## src/rtl/cfar_pkg.sv

```systemverilog
package cfar_pkg;
  typedef enum logic [1:0] {
    MODE_SUM     = 2'd0,
    MODE_GREATER = 2'd1,
    MODE_SMALLER = 2'd2,
    MODE_SUM_ALT = 2'd3
  } cfar_mode_e;

  typedef enum logic [1:0] {
    ST_RUN   = 2'd0,
    ST_FLUSH = 2'd1,
    ST_CLEAR = 2'd2
  } flush_state_e;
endpackage

```

## src/rtl/cfar_window_line.sv

```systemverilog
module cfar_window_line #(
  parameter int DW         = 16,
  parameter int LAG_WIN    = 8,
  parameter int LAG_GUARD  = 2,
  parameter int LEAD_GUARD = 2,
  parameter int LEAD_WIN   = 8,
  parameter int SUM_W      = 21
) (
  input  logic             clk,
  input  logic             rst,
  input  logic             adv,
  input  logic             clr,
  input  logic [DW-1:0]    din,
  input  logic             din_vld,
  output logic [DW-1:0]    cut,
  output logic             cut_vld,
  output logic [SUM_W-1:0] lag_sum,
  output logic [SUM_W-1:0] lead_sum
);
  localparam int CUT_IDX  = LAG_WIN + LAG_GUARD;
  localparam int TOT      = CUT_IDX + 1 + LEAD_GUARD + LEAD_WIN;
  localparam int LAG_OUT  = LAG_WIN - 1;
  localparam int LEAD_IN  = CUT_IDX + LEAD_GUARD;
  localparam int LEAD_OUT = TOT - 1;

  logic [DW-1:0]    cell_q [TOT];
  logic [TOT-1:0]   vld_q;
  logic [SUM_W-1:0] lag_q, lead_q;

  // index 0 holds the newest sample
  always_ff @(posedge clk) begin
    if (rst || clr) begin
      for (int i = 0; i < TOT; i++) cell_q[i] <= '0;
      vld_q <= '0;
    end else if (adv) begin
      cell_q[0] <= din;
      for (int i = 1; i < TOT; i++) cell_q[i] <= cell_q[i-1];
      vld_q <= {vld_q[TOT-2:0], din_vld};
    end
  end

  // sliding add/subtract of each reference window
  always_ff @(posedge clk) begin
    if (rst || clr) begin
      lag_q  <= '0;
      lead_q <= '0;
    end else if (adv) begin
      lag_q  <= lag_q + SUM_W'(din) - SUM_W'(cell_q[LAG_OUT]);
      lead_q <= lead_q + SUM_W'(cell_q[LEAD_IN]) - SUM_W'(cell_q[LEAD_OUT]);
    end
  end

  assign cut      = cell_q[CUT_IDX];
  assign cut_vld  = vld_q[CUT_IDX];
  assign lag_sum  = lag_q;
  assign lead_sum = lead_q;

  // sums only move when the line advances
  a_r3_sums_hold: assert property (@(posedge clk) disable iff (rst)
    (!adv && !clr) |=> ($stable(lag_q) && $stable(lead_q)));
  // the clear after flush leaves an empty line for the next block
  a_r3_clear_empty: assert property (@(posedge clk) disable iff (rst)
    clr |=> (lag_q == '0 && lead_q == '0 && !cut_vld));
endmodule

```

## src/rtl/cfar_flush_ctrl.sv

```systemverilog
module cfar_flush_ctrl
  import cfar_pkg::*;
#(
  parameter int FLUSH_N = 10
) (
  input  logic clk,
  input  logic rst,
  input  logic in_valid,
  input  logic in_last,
  output logic in_ready,
  output logic adv,
  output logic inject,
  output logic clr
);
  localparam int CNT_W = $clog2(FLUSH_N + 1);

  flush_state_e st_q;
  logic [CNT_W-1:0] cnt_q;
  logic fire;

  assign in_ready = (st_q == ST_RUN);
  assign fire     = in_valid && in_ready;
  assign inject   = (st_q == ST_FLUSH);
  assign adv      = fire || inject;
  assign clr      = (st_q == ST_CLEAR);

  always_ff @(posedge clk) begin
    if (rst) begin
      st_q  <= ST_RUN;
      cnt_q <= '0;
    end else begin
      case (st_q)
        ST_RUN: if (fire && in_last) begin
          st_q  <= ST_FLUSH;
          cnt_q <= '0;
        end
        ST_FLUSH: begin
          cnt_q <= cnt_q + 1'b1;
          if (cnt_q == CNT_W'(FLUSH_N - 1)) st_q <= ST_CLEAR;
        end
        default: st_q <= ST_RUN;
      endcase
    end
  end

  // the marker stalls the input on the very next cycle
  a_r9_stall_after_last: assert property (@(posedge clk) disable iff (rst)
    (in_valid && in_ready && in_last) |=> !in_ready);
  // input reopens right after the clear cycle
  a_r9_reopen: assert property (@(posedge clk) disable iff (rst)
    clr |=> in_ready);
endmodule

```

## src/rtl/cfar_threshold.sv

```systemverilog
module cfar_threshold
  import cfar_pkg::*;
#(
  parameter int SUM_W   = 21,
  parameter int SCALE_W = 8,
  parameter int SHIFT_W = 4,
  parameter int TW      = 29
) (
  input  logic [SUM_W-1:0]   lag_sum,
  input  logic [SUM_W-1:0]   lead_sum,
  input  logic [1:0]         mode,
  input  logic [SCALE_W-1:0] scale,
  input  logic [SHIFT_W-1:0] shift,
  output logic [TW-1:0]      thr
);
  logic [SUM_W-1:0] ref_val;
  logic [TW-1:0]    prod;

  always_comb begin
    case (cfar_mode_e'(mode))
      MODE_GREATER: ref_val = (lag_sum > lead_sum) ? lag_sum : lead_sum;
      MODE_SMALLER: ref_val = (lag_sum < lead_sum) ? lag_sum : lead_sum;
      default:      ref_val = lag_sum + lead_sum;
    endcase
    prod = TW'(ref_val) * TW'(scale);
    thr  = prod >> shift;
  end
endmodule

```

## src/rtl/cacfar_stream.sv

```systemverilog
module cacfar_stream
  import cfar_pkg::*;
#(
  parameter int DW         = 16,
  parameter int LAG_WIN    = 8,
  parameter int LAG_GUARD  = 2,
  parameter int LEAD_GUARD = 2,
  parameter int LEAD_WIN   = 8,
  parameter int FFT_LEN    = 32,
  parameter int SCALE_W    = 8,
  parameter int SHIFT_W    = 4,
  localparam int BIN_W     = $clog2(FFT_LEN),
  localparam int SUM_W     = DW + $clog2(LAG_WIN + LEAD_WIN + 1),
  localparam int TW        = SUM_W + SCALE_W
) (
  input  logic               clk,
  input  logic               rst,
  input  logic               s_valid,
  output logic               s_ready,
  input  logic [DW-1:0]      s_data,
  input  logic               s_last,
  input  logic [1:0]         cfg_mode,
  input  logic [SCALE_W-1:0] cfg_scale,
  input  logic [SHIFT_W-1:0] cfg_shift,
  input  logic [BIN_W:0]     cfg_near_bin,
  output logic               m_valid,
  output logic [DW-1:0]      m_cut,
  output logic [TW-1:0]      m_thr,
  output logic [BIN_W-1:0]   m_bin,
  output logic               m_peak,
  output logic               m_last,
  output logic               near_irq
);
  localparam int FLUSH_N = LAG_WIN + LAG_GUARD;

  logic adv, inject, clr, adv_d;
  logic [DW-1:0]    line_in, cut;
  logic             cut_vld;
  logic [SUM_W-1:0] lag_sum, lead_sum;
  logic [TW-1:0]    thr;
  logic [BIN_W-1:0] bin_q;
  logic             beat, peak_now, bin_end;

  cfar_flush_ctrl #(.FLUSH_N(FLUSH_N)) u_ctrl (
    .clk(clk), .rst(rst), .in_valid(s_valid), .in_last(s_last),
    .in_ready(s_ready), .adv(adv), .inject(inject), .clr(clr)
  );

  assign line_in = inject ? '0 : s_data;

  cfar_window_line #(
    .DW(DW), .LAG_WIN(LAG_WIN), .LAG_GUARD(LAG_GUARD),
    .LEAD_GUARD(LEAD_GUARD), .LEAD_WIN(LEAD_WIN), .SUM_W(SUM_W)
  ) u_line (
    .clk(clk), .rst(rst), .adv(adv), .clr(clr), .din(line_in),
    .din_vld(!inject), .cut(cut), .cut_vld(cut_vld),
    .lag_sum(lag_sum), .lead_sum(lead_sum)
  );

  cfar_threshold #(
    .SUM_W(SUM_W), .SCALE_W(SCALE_W), .SHIFT_W(SHIFT_W), .TW(TW)
  ) u_thr (
    .lag_sum(lag_sum), .lead_sum(lead_sum), .mode(cfg_mode),
    .scale(cfg_scale), .shift(cfg_shift), .thr(thr)
  );

  // one decision per advance, taken the cycle after the line moved
  assign beat     = adv_d && cut_vld;
  assign peak_now = TW'(cut) > thr;
  assign bin_end  = (bin_q == BIN_W'(FFT_LEN - 1));

  always_ff @(posedge clk) begin
    if (rst) begin
      adv_d    <= 1'b0;
      bin_q    <= '0;
      m_valid  <= 1'b0;
      m_cut    <= '0;
      m_thr    <= '0;
      m_bin    <= '0;
      m_peak   <= 1'b0;
      m_last   <= 1'b0;
      near_irq <= 1'b0;
    end else begin
      adv_d    <= adv;
      m_valid  <= beat;
      near_irq <= beat && peak_now && ({1'b0, bin_q} < cfg_near_bin);
      if (beat) begin
        m_cut  <= cut;
        m_thr  <= thr;
        m_bin  <= bin_q;
        m_peak <= peak_now;
        m_last <= bin_end;
        bin_q  <= bin_end ? '0 : bin_q + 1'b1;
      end
    end
  end

  // interrupt only rides on a detected beat
  a_r11_irq_on_peak: assert property (@(posedge clk) disable iff (rst)
    near_irq |-> (m_valid && m_peak));
  // end marker sits on the final bin
  a_r10_last_bin: assert property (@(posedge clk) disable iff (rst)
    (m_valid && m_last) |-> (m_bin == BIN_W'(FFT_LEN - 1)));
  // a flagged beat has CUT above the threshold
  a_r8_peak_above: assert property (@(posedge clk) disable iff (rst)
    (m_valid && m_peak) |-> (TW'(m_cut) > m_thr));
  // no output is produced while the block is being cleared
  a_r9_no_beat_after_clear: assert property (@(posedge clk) disable iff (rst)
    clr |=> ##1 !m_valid);
endmodule

```

## config.mk

```make
export PLATFORM = sky130hd
export DESIGN_NAME = cacfar_stream
export DESIGN_NICKNAME = d
export VERILOG_FILES = /design/src/rtl/cfar_pkg.sv /design/src/rtl/cfar_window_line.sv /design/src/rtl/cfar_flush_ctrl.sv /design/src/rtl/cfar_threshold.sv /design/src/rtl/cacfar_stream.sv
export SDC_FILE = /design/constraint.sdc
export NUM_CORES = 1
export LEC_CHECK = 0
export ABC_AREA = 1
export BUFFER_PORTS_ARGS = -buffer_cell sky130_fd_sc_hd__buf_2
export CAP_MARGIN = 40
export CORE_MARGIN = 2
export CORE_UTILIZATION = 46
export DETAILED_ROUTE_END_ITERATION = 7
export SLEW_MARGIN = 40
export SYNTH_ARGS = -nofsm -noshare
export SYNTH_HDL_FRONTEND = slang
export SYNTH_HIERARCHICAL = 1
export SYNTH_SLANG_ARGS = --single-unit
```

## constraint.sdc

```tcl
create_clock -name clk -period 9.5 [get_ports clk]
set_input_delay 0.95 -clock clk [delete_from_list [all_inputs] [get_ports clk]]
set_output_delay 0.95 -clock clk [all_outputs]
set_load 0.02 [all_outputs]
```

After elaboration in Yosys (flattened, before gate mapping). Memories as Yosys holds them, arrays and structs flattened. Index checks and enable logic that the tools add are counted.

Bits in writable memories: 336. Bits in read-only memories: 0. Output and inout port bits: 55. Latch bits: 0. Flip-flop bits (word level): 119. Memories: 1.

Memories: u_line.cell_q (words 21, width 16, rd ports 21, clocked after Yosys merged registers in 0, wr ports 21, line cfar_window_line.sv:26) `logic [DW-1:0] cell_q [TOT];`.

Shift-type cells: 1. $lt $le $gt $ge: 4. Bitwise operators: 21. Divide/modulo/power cells: 0. Multiply operators: 1. $add $sub $neg: 7. Multiplexer cells: 36. Equal/unequal tests: 8. Reductions and logical operators: 12.

Operators with widths (number): 16-bit two-way mux (22); 21-bit by 16-bit adder with 21-bit output (2); 21-bit two-way mux (2); 21-bit one-hot mux with 2 select lines (1); 21-bit by 16-bit subtractor with 21-bit output (2); 16-bit by 29-bit > comparator with 1-bit output (1); 21-bit by 8-bit multiplier with 29-bit output (1); 29-bit by 4-bit right shift with 29-bit output (1); 21-bit adder (1); 21-bit > comparator (1); 21-bit less-than comparator (1); 1-bit OR (21); 4-bit one-hot mux with 2 select lines (1); 5-bit by 6-bit less-than comparator with 1-bit output (1); 5-bit by 1-bit adder with 5-bit output (second input constant) (1); 5-bit equality test (second input constant) (1); 1-bit logical AND (5); 1-bit two-way mux (5); 5-bit two-way mux (1); 4-bit by 1-bit adder with 4-bit output (second input constant) (1); 2-bit by 1-bit equality test with 1-bit output (second input constant) (2); 2-bit equality test (second input constant) (2); 4-bit equality test (second input constant) (1); 2-bit two-way mux (2); other kinds (9) (11).

Logic depth before layout (Yosys ltp). Gate-level depths: netlist (run 1).

Depth after elaboration: 8. Mapped depth: 53.

Modules after synthesis. The synthesis (run 1) kept the hierarchy.

Modules (own cells, without submodules): cfar_window_line (area each 18172.4 sq um, instances 1, cells an instance 1886, seq. area each 11150.7 sq um); cfar_threshold (area each 9231.4 sq um, instances 1, cells an instance 1457, seq. area each 0.0 sq um); cacfar_stream (area each 2850.2 sq um, instances 1, cells an instance 389, seq. area each 1201.2 sq um); cfar_flush_ctrl (area each 339.1 sq um, instances 1, cells an instance 41, seq. area each 120.1 sq um).

Least setup slack after synthesis (run 1). No wires, ideal clock.

Path kind: in2reg. Start point: input port cfg_mode[0]. End point: register m_peak. Arrival time: 7.314 ns. Stages on the path: 38. Setup time: 0.113 ns. Path slack: 2.072 ns. Path buffers: 2. Cell sequence: inv_1 -> ha_1 -> inv_1 -> buf_1 -> buf_1 -> nand3_1 -> nand2_1 -> nor2_1 -> fa_1 -> inv_1 -> fa_1 -> inv_1 -> fa_1 -> inv_1 -> fa_1 -> inv_1 -> ha_1 -> a21oi_1 -> [2 not listed] -> o21ai_1 -> or2_2 -> nand3_1 -> nand3_1 -> nand3_1 -> nand3_1 -> nand2_1 -> inv_1 -> ha_1 -> nand2_1 -> nor2_2 -> inv_1 -> nor2_2 -> nand3_1 -> nor2_1 -> nor2_1 -> nand2_2 -> nand2_1.

Word-level cells in the longest chain between the ends: 5. Elaborated cells on any way between the ends: 6. Those cells by class: mul: 1; order compare: 1; eq/ne: 2; shift: 1; mux: 1.

RTL lines: start: declaration (line cacfar_stream.sv:22) `input logic [1:0] cfg_mode,`; 2-bit equality test / 2-bit by 1-bit equality test with 1-bit output (equally long branches) (line cfar_threshold.sv:20) `case (cfar_mode_e'(mode))`; 21-bit one-hot mux with 2 select lines * (line cfar_threshold.sv:20); 21-bit by 8-bit multiplier with 29-bit output * (line cfar_threshold.sv:25) `prod = TW'(ref_val) * TW'(scale);`; 29-bit by 4-bit right shift with 29-bit output * (line cfar_threshold.sv:26) `thr = prod >> shift;`; via thr[10] (line cacfar_stream.sv:40) `logic [TW-1:0] thr;`; 16-bit by 29-bit > comparator with 1-bit output * (line cacfar_stream.sv:69) `assign peak_now = TW'(cut) > thr;`; end signal: assignment (line cacfar_stream.sv:91) `m_peak <= peak_now;`; end: declaration (line cacfar_stream.sv:30) `output logic m_peak,`.

Mark *: on every way through the listed nets, which the timed path passes. The rest lies on a longest branch. A chain may end at the register's enable or synchronous reset.

Worst setup path in the final report (run 1).
Start point: register u_line.lead_q[12] (netlist: u_line/lead_sum[12]). End point: register m_peak.

Word-level cells in the longest chain between the ends: 6. Elaborated cells on any way between the ends: 9. Those cells by class: add/sub: 1; mul: 1; order compare: 3; shift: 1; mux: 3.

RTL lines: start: declaration (line cfar_window_line.sv:28) `logic [SUM_W-1:0] lag_q, lead_q;`; start signal: assignment (line cfar_window_line.sv:49) `lead_q <= lead_q + SUM_W'(cell_q[LEAD_IN]) - SUM_W'(cell_q[LEAD_OUT]);`; 21-bit less-than comparator / 21-bit > comparator (equally long branches) (line cfar_threshold.sv:22, cfar_threshold.sv:21); 21-bit two-way mux (on tied branches) (line cfar_threshold.sv:22, cfar_threshold.sv:21); 21-bit one-hot mux with 2 select lines * (line cfar_threshold.sv:20); 21-bit by 8-bit multiplier with 29-bit output * (line cfar_threshold.sv:25); 29-bit by 4-bit right shift with 29-bit output * (line cfar_threshold.sv:26); via thr[12] (line cacfar_stream.sv:40); 16-bit by 29-bit > comparator with 1-bit output * (line cacfar_stream.sv:69).

Marks and branches as above.

==> impl.org, run 1 <==
** Die
- The die covers 68600 um^2.
- Count of standard-cell rows :: 94
- Placeable core area :: 65700 um^2
- Floorplan die height :: 262 um
- IO Pins :: 95
- The initial utilization of the core area, before any placement, comes to 46.5%.
- Measured along the x axis, the die boundary spans 262 um.

** Setup path
- Slowest stage cell, crit path :: sky130_fd_sc_hd__fa_1
- Critical path capture point type :: flop
- STA classifies the critical path startpoint as a flop.
- Data on the critical path is required at its endpoint by 10.00 ns.
- Slack of the worst reg-to-reg path :: 0.81 ns
- The endpoint identified for the worst register-to-register timing path is m_peak.
- For this run, the slowest stage of the critical path takes 0.56 ns.
- Critical Path Most Common Cell :: sky130_fd_sc_hd__nand2_1
- In this run the worst path has a maximum fanout of 21.
- Data arrives at the worst endpoint at 9.18 ns.
- Reg2Reg Depth :: between 40 and 50
- Type of the worst setup path :: reg -> reg
- Critical R2R Launch :: u_line/lead_sum[12]

** Layout
- The net count of the finished layout is between 4k and 5k.
- Commonest cells after routing, fill and taps aside :: 852 x sky130_fd_sc_hd__inv_1, 611 x sky130_fd_sc_hd__nor2_1, 538 x sky130_fd_sc_hd__nand2_1
- Area growth from synthesis to final layout :: 8.78%
- Antenna fix cells :: 0
- Design area :: 33300 um^2
- Commonest non-fill, non-tap cell in the layout :: sky130_fd_sc_hd__inv_1
- Of the cells placed in the final design, the portion with a size suffix greater than 1 is 8.06%.

** GRT
- Entering global routing, the biggest net connects 168 pins.
- Global routing met1 resource utilization :: a little under a third
- For this run, global-route usage on met2 was measured as 38.5%.
- The total overflow left after global routing is 0.
- First-pass GRT wire length :: 122000 um
- GR met3 Demand/Resource :: 2.08%
- Highest-utilization routing layer at the global route stage :: met2
- Total track usage :: 22.8%
- The number of antenna violations at the first check in global routing is 0.
- The via count of the first global-routing pass came to 22.6k.

** Worst hold path
- Class of the tightest hold or removal check :: reg -> reg
- The path with the worst hold slack has its endpoint at m_last.
- Hold Startpoint :: m_last
- Along the worst hold path, the cell count comes to 2.

** Synth
- Post-synth net total :: 4118
- After synthesis, the cell types taking the most area are sky130_fd_sc_hd__edfxtp_1 33%, sky130_fd_sc_hd__inv_1 10%, sky130_fd_sc_hd__fa_1 9.6%, sky130_fd_sc_hd__dfxtp_1 7.8%, sky130_fd_sc_hd__nor2_1 7.5%.
- Share of the yosys chip area belonging to registers :: 40.8%
- Summed over all instances, the cell type with the most area after synthesis is sky130_fd_sc_hd__edfxtp_1.
- Distinct cells, synth :: 56
- The cell count after synthesis came out at 3773.
- Yosys reg bits :: 455
- The cell area that synthesis handed to floorplanning was about 30000 um^2.
- The Yosys step of the flow raised 6 warnings.
- Of the post-synthesis cell area, the dominant cell type holds 33.0%.
- Dividing the synthesized area by the synthesized cell count gives approximately 8.1 um^2.

** Place
- Port buffer count :: 94
- Once detailed placement completed, the half-perimeter wirelength came to 58500 um.
- Once placement finished, the instance area stood at 31700 um^2.
- Placer Congestion :: ~1

** CTS
- Clock latency at the later pin of the worst-skew pair :: 0.60 ns
- The clock tree synthesis step divided the H-tree into 2 levels.
- The clock passes through at most 3 buffers.
- TritonCTS Sinks :: between 400 and 500
- The cell sitting at the root of the clock tree is a sky130_fd_sc_hd__clkbuf_16.
- Buffers added to address setup during post-CTS repair amount to 0.
- The number of gates resized after CTS was 0.
- Total clock buffers created by CTS :: 50
- Worst-path clk slew :: approximately 0.060 ns
- Hold repair after CTS inserted 0 buffers.
- CTS tree :: done

** STA
- After layout, the worst path uses between 90% and 100% of the clock period.
- Transition time at the pin with the least slew margin :: 0.762 ns
- Total Negative Setup Slacks :: 0 ns
- The number of max-slew violations in the final report is 0.
- Highest achievable clock rate :: 0.115 GHz
- The clock arrives with 0.0205 ns of skew.
- The smallest clock period supported by the final layout is computed as approximately 8.7 ns.
- In this run the tightest slew margin relative to its limit is around half.
- The final hold violation count came to 0.
- Number of endpoints failing setup at the final stage :: 0
- Setup repair after global routing left no endpoint under its margin.

** Detailed routing
- Remaining antenna violation count :: 0
- The first detailed-routing pass ran for 8 iterations.
- Detailed-route wire length :: 77000 um
- Overall via count from detail_route :: 23.5k
- In the routed design, unresolved DRC markers number 0.
- Dividing the detail-routed via count by the number of cells gives 4.98.
- After the first detailed-routing iteration, the DRC count stood at 1817.
- Dividing the detail-routed wire length by the instance count gives 16.4 um.

** Run
- Number of maximum-capacitance violations :: 0

** Run status
- The run finished with clean final reports.
metrics by stage:
step	worst slack [ns]	hold slack, ns	utilization, %	std cells
global route	0.242	0.511	50.6	4708
CTS	0.862	0.473	50.6	4708
global placement	0.890	0.457	48.1	4616
finish	0.813	0.477	50.6	4708
floorplan	2.07	0.444	-	3773
detailed placement	0.871	0.463	48.2	4617
state kept, by name, summed over array words and instances (netlist names):
register / count
m_last: 1
m_bin: 5
adv_d: 1
m_thr: 29
u_line/vld_q: 11
m_valid: 1
u_line/cell_q: 336
m_cut: 16
m_peak: 1
u_ctrl/st_q: 2
bin_q: 5
u_ctrl/cnt_q: 4
near_irq: 1
u_line/lag_sum: 21
u_line/lead_sum: 21
synthesized netlist by cell type (all sizes together):
cell,number
o311ai,1
buf,85
clkinv,7
dfxtp,119
nand3b,12
a21oi,185
nand4,23
fa,147
o221ai,4
inv,865
and3,1
clkbuf,48
o211ai,10
ha,158
xor2,19
a21o,3
nand3,271
edfxtp,336
nor4,4
o21ai,183
a311oi,1
o22ai,15
mux2i,2
nand2,560
o31ai,1
o21a,2
xnor2,6
and2,4
nor2,656
a31oi,4
a22o,2
or2,3
a211oi,2
nor3,17
o21bai,17
final cells by class:
type,instances,area [um^2]
Inverter,872,3290
Sequential cell,455,12500
Clock buffer,59,1290
Timing Repair Buffer,113,662
Clock inverter,32,292
Tap cell,864,1080
Fill cell,6404,32500
Multi-Input combinational cell,2313,14200
cell families after synthesis:
logic type / Yosys count / share of synthesized area [%]
xor gates and xnor gates: 25 / 0.716
AOI/OAI and AO/OA: 430 / 7.82
buffers and inverters: 1005 / 12.9
and+or+nand+nor: 1551 / 21.6
adders and majority gates: 305 / 16.1
muxes: 2 / 0.0654
DFF: 455 / 40.8
worst max-delay path by stage:
stage                        start     end  slack, ns  depth (start not counted)
6_report       u_line/lead_sum[12]  m_peak       0.81                         45
5_1_grt        u_line/lead_sum[12]  m_peak       0.24                         44
4_1_cts        u_line/lead_sum[12]  m_peak       0.86                         45
3_5_place_dp   u_line/lead_sum[12]  m_peak       0.87                         45
3_3_place_gp   u_line/lead_sum[12]  m_peak       0.89                         45
2_1_floorplan          cfg_mode[0]  m_peak       2.07                         38
critical path, delay by kind of cell (launching register included):
kind | cells | cell delay, ns
adders and majority gates | 7 | 3.22
and+or+nand+nor | 26 | 3.19
buffers and inverters | 8 | 0.82
AOI/OAI and AO/OA | 4 | 0.94
DFF | 1 | 0.40
per-layer routing:
| metal | part of all wire [%] | vias to the layer above |
|---|---|---|
| met2 | 48 | 475 |
| met1 | 46 | 11100 |
| met4 | 2.3 | 0 |
| met5 | 0 | - |
| met3 | 3.7 | 93 |
| li1 | - | 11800 |
Power of run 1 is left out: the tool's default activity adds up to more than one toggle a clock period on the data nets, which glitch-free logic cannot reach.
==> run 2: changes to the inputs <==
CELL_PAD_IN_SITES_DETAIL_PLACEMENT = 1   (was default)
CELL_PAD_IN_SITES_GLOBAL_PLACEMENT = 1   (was default)
PLACE_DENSITY_LB_ADDON = 0.1   (was default)
==> run 2 against run 1 <==
  * Sequential cell count is the same
  * Die area is the same
  * Core utilization grew 0.29 points
  * Register-to-register slack lost 0.22 ns
  * Maximum frequency shrank 2.4%
  * Global-route usage grew 3.9 points
  * Clock skew grew 0.037 ns
  * Via count grew 4.6%
  * Hold slack lost 0.00082 ns
  * Critical path type unchanged
==> impl.org, run 2 (synthesis results as in run 1) <==
** Run status
- Result of the run :: finished, final reports clean

** Worst hold path
- Number of cells on the worst hold path :: 2 (unchanged)
- The worst hold path begins at u_line/vld_q[8].
- The tightest min-delay check is of the reg -> reg type.

** GRT
- Sum of overflow across all layers after global routing :: 0 (unchanged)
- The number of antenna violations at the first check in global routing is 0 (unchanged).
- The first-pass GRT wire length is 143000 um (+17%).
- Total track usage :: 26.6% (+3.9 points)
- The via count of the first global-routing pass came to 26.4k (+17%).
- Largest net degree at the start of global routing :: 139 (-17%)

** CTS
- Worst-path clk slew :: 0.06 ns (about the same)
- TritonCTS built the clock tree.
- Total number of H-tree levels :: 2 (unchanged)
- TritonCTS Sinks :: 455 (unchanged)
- The worst-case clock buffer depth was 3 (unchanged).
- Number of post-CTS setup repair buffers :: 0 (unchanged)
- The post-cts sizing count is 0 (unchanged).
- Count of hold buffers inserted by post-cts repair :: 0 (unchanged)
- Root buffer cell :: sky130_fd_sc_hd__clkbuf_16
- Clock latency at the later pin of the worst-skew pair :: 0.62 ns (+0.02 ns)
- The clock buffer count from CTS was 50 (unchanged).

** Layout
- Net count reported at finish :: 4153 (+0.072%)
- Antenna fix cells :: 0 (unchanged)
- Commonest non-fill, non-tap cell in the layout :: sky130_fd_sc_hd__inv_1
- Commonest cells after routing, fill and taps aside :: 852 x sky130_fd_sc_hd__inv_1, 611 x sky130_fd_sc_hd__nor2_1, 538 x sky130_fd_sc_hd__nand2_1
- The final non-filler cell total is 4714 (+0.13%).
- Register bank with the most flops :: u_line/cell_q
- The area growth from synthesis to layout is 9.40%.
- The layout cell share with drive strength beyond 1 came to 8.39% (+0.33 points).
- Largest registers ranked by flip-flop count :: u_line/cell_q x336, m_thr x29
- Layout filler cell count :: 7949 (+24%)
- The number of flip-flops under the largest register name is 336 (unchanged).

** Setup path
- Critical path capture point type :: flop
- Type of the worst setup path :: reg -> reg
- The required time of the worst setup path is 9.99 ns (about the same).
- Critical Path Most Common Cell :: sky130_fd_sc_hd__nand2_1
- Tracing the worst setup path back leads to its startpoint at u_line/lead_sum[16].
- The data arrival time at the worst-slack endpoint was 9.39 ns (+0.21 ns).
- The delay of the slowest cell on the worst path came to 0.57 ns (about the same).
- Critical path startpoint category :: flop
- The maximum fanout along the worst path is 16 (-24%).
- Slowest stage cell, crit path :: sky130_fd_sc_hd__fa_1
- Critical R2R Launch :: u_line/lead_sum[16]
- Reg2Reg Depth :: 45 (unchanged)

** STA
- The final hold violation count was 0 (unchanged).
- Worst Hold Margin :: 0.476 ns (-0.000825 ns)
- Worst clock skew :: 0.0580 ns (+0.0375 ns)
- Unrepaired setup endpoints after global routing :: no
- Total Negative Setup Slacks :: 0 ns (unchanged)
- Final clock period utilization by the worst path :: 93.7% (+2.3 points)
- Transition time at the pin with the least slew margin :: 0.825 ns (+0.0626 ns)
- Number of endpoints failing setup at the final stage :: 0 (unchanged)
- Time the final worst path needs with I/O delays and setup :: 8.90 ns (+0.215 ns)
- The number of max-slew violations in the final report came to 0 (unchanged).
- The relative max-transition margin came to 45.0% (-4.2 points).
- Highest achievable clock rate :: 0.112 GHz (-2.4%)
- Min setup slack post-route :: 0.597 ns (-0.215 ns)

** Detailed routing
- The number of vias after detailed routing is 24.5k (+4.6%).
- The post-detailed-route count of antenna-violating nets came to 0 (unchanged).
- The routed wire length was 90200 um (+17%).
- The via density per instance is 5.20 (+4.4%).
- The DRC violations left is 0 (unchanged).
- The average routed wire per standard cell is 19.1 um (+17%).
- First-pass iteration count of the detailed router :: 5 (-3)
- Drt initial violations :: 1335 (-27%)

** Die
- The initial standard-cell utilization of the core was 46.5% (unchanged).
- Full die area :: 68600 um^2 (unchanged)
- The count of pins on the block boundary was 95 (unchanged).
- Count of standard-cell rows :: 94 (unchanged)
- Placeable core area :: 65700 um^2 (unchanged)
- The width of the die came to 262 um (unchanged).
- Floorplan die height :: 262 um (unchanged)

** Place
- The routability congestion estimate is 0.916 (-6.3%).
- The pre-CTS worst setup slack was 0.518 ns (-0.352 ns).
- Number of cells in the design after placement :: 4619 (+0.043%)
- The number of buffers inserted by port buffering was 94 (unchanged).
- Placed wire-length estimate after detailed placement :: 69100 um (+18%)

** Run
- Number of maximum-capacitance violations :: 0 (unchanged)
[run 2: cell types whose count changed in the layout (fill, tap and decap cells not counted), sizes merged]
cell / previous run / this run
clkinv: 30 / 23
clkbuf: 59 / 63
buf: 113 / 116
bufinv: 4 / 7
inv: 866 / 868
clkinvlp: 4 / 5
[run 2: cell type report]
| cell class | instances | area (um^2) | area share [%] |
|---|---|---|---|
| multi-input combinational | 2313 | 14200 | 42.4 |
| inverter | 872 | 3290 | 9.84 |
| clock inverter | 31 | 419 | 1.25 |
| sequential | 455 | 12500 | 37.3 |
| tap | 864 | 1080 | 3.23 |
| clock buffer | 63 | 1320 | 3.94 |
| timing repair buffer | 116 | 697 | 2.08 |
[run 2: metrics by stage]
| step | area (um^2) | utilization [%] |
|---|---|---|
| 6_report | 33500 | 50.9 |
| 5_1_grt | 33500 | 50.9 |
| 4_1_cts | 33400 | 50.9 |
| 3_5_place_dp | 31700 | 48.2 |
| 3_3_place_gp | 31600 | 48.1 |
| 2_1_floorplan | 30600 | - |
[run 2: worst max-delay path, delay by kind of cell, from the launching register on]
kind                     cells  cell delay (ns)
AND/OR/NAND/NOR             25             3.30
adder cells (fa/ha/maj)      7             3.24
AO/OA/AOI/OAI                6             0.94
buffers and inverters        7             0.71
flip-flops                   1             0.55
[run 2: layer usage]
metal	share of wire, %	GRT usage [%]
met2	52	48.9
met1	43	33.4
met4	2.5	7.28
met5	0	0
met3	2.6	2.52
[run 2: worst paths after layout]
kind              slack (ns)              end
hold reg to reg         0.48  u_line/vld_q[8]
setup / recovery        0.60           m_peak
setup reg to reg        0.60           m_peak
hold / removal          0.48  u_line/vld_q[8]
Power of run 2 is left out for the same reason.
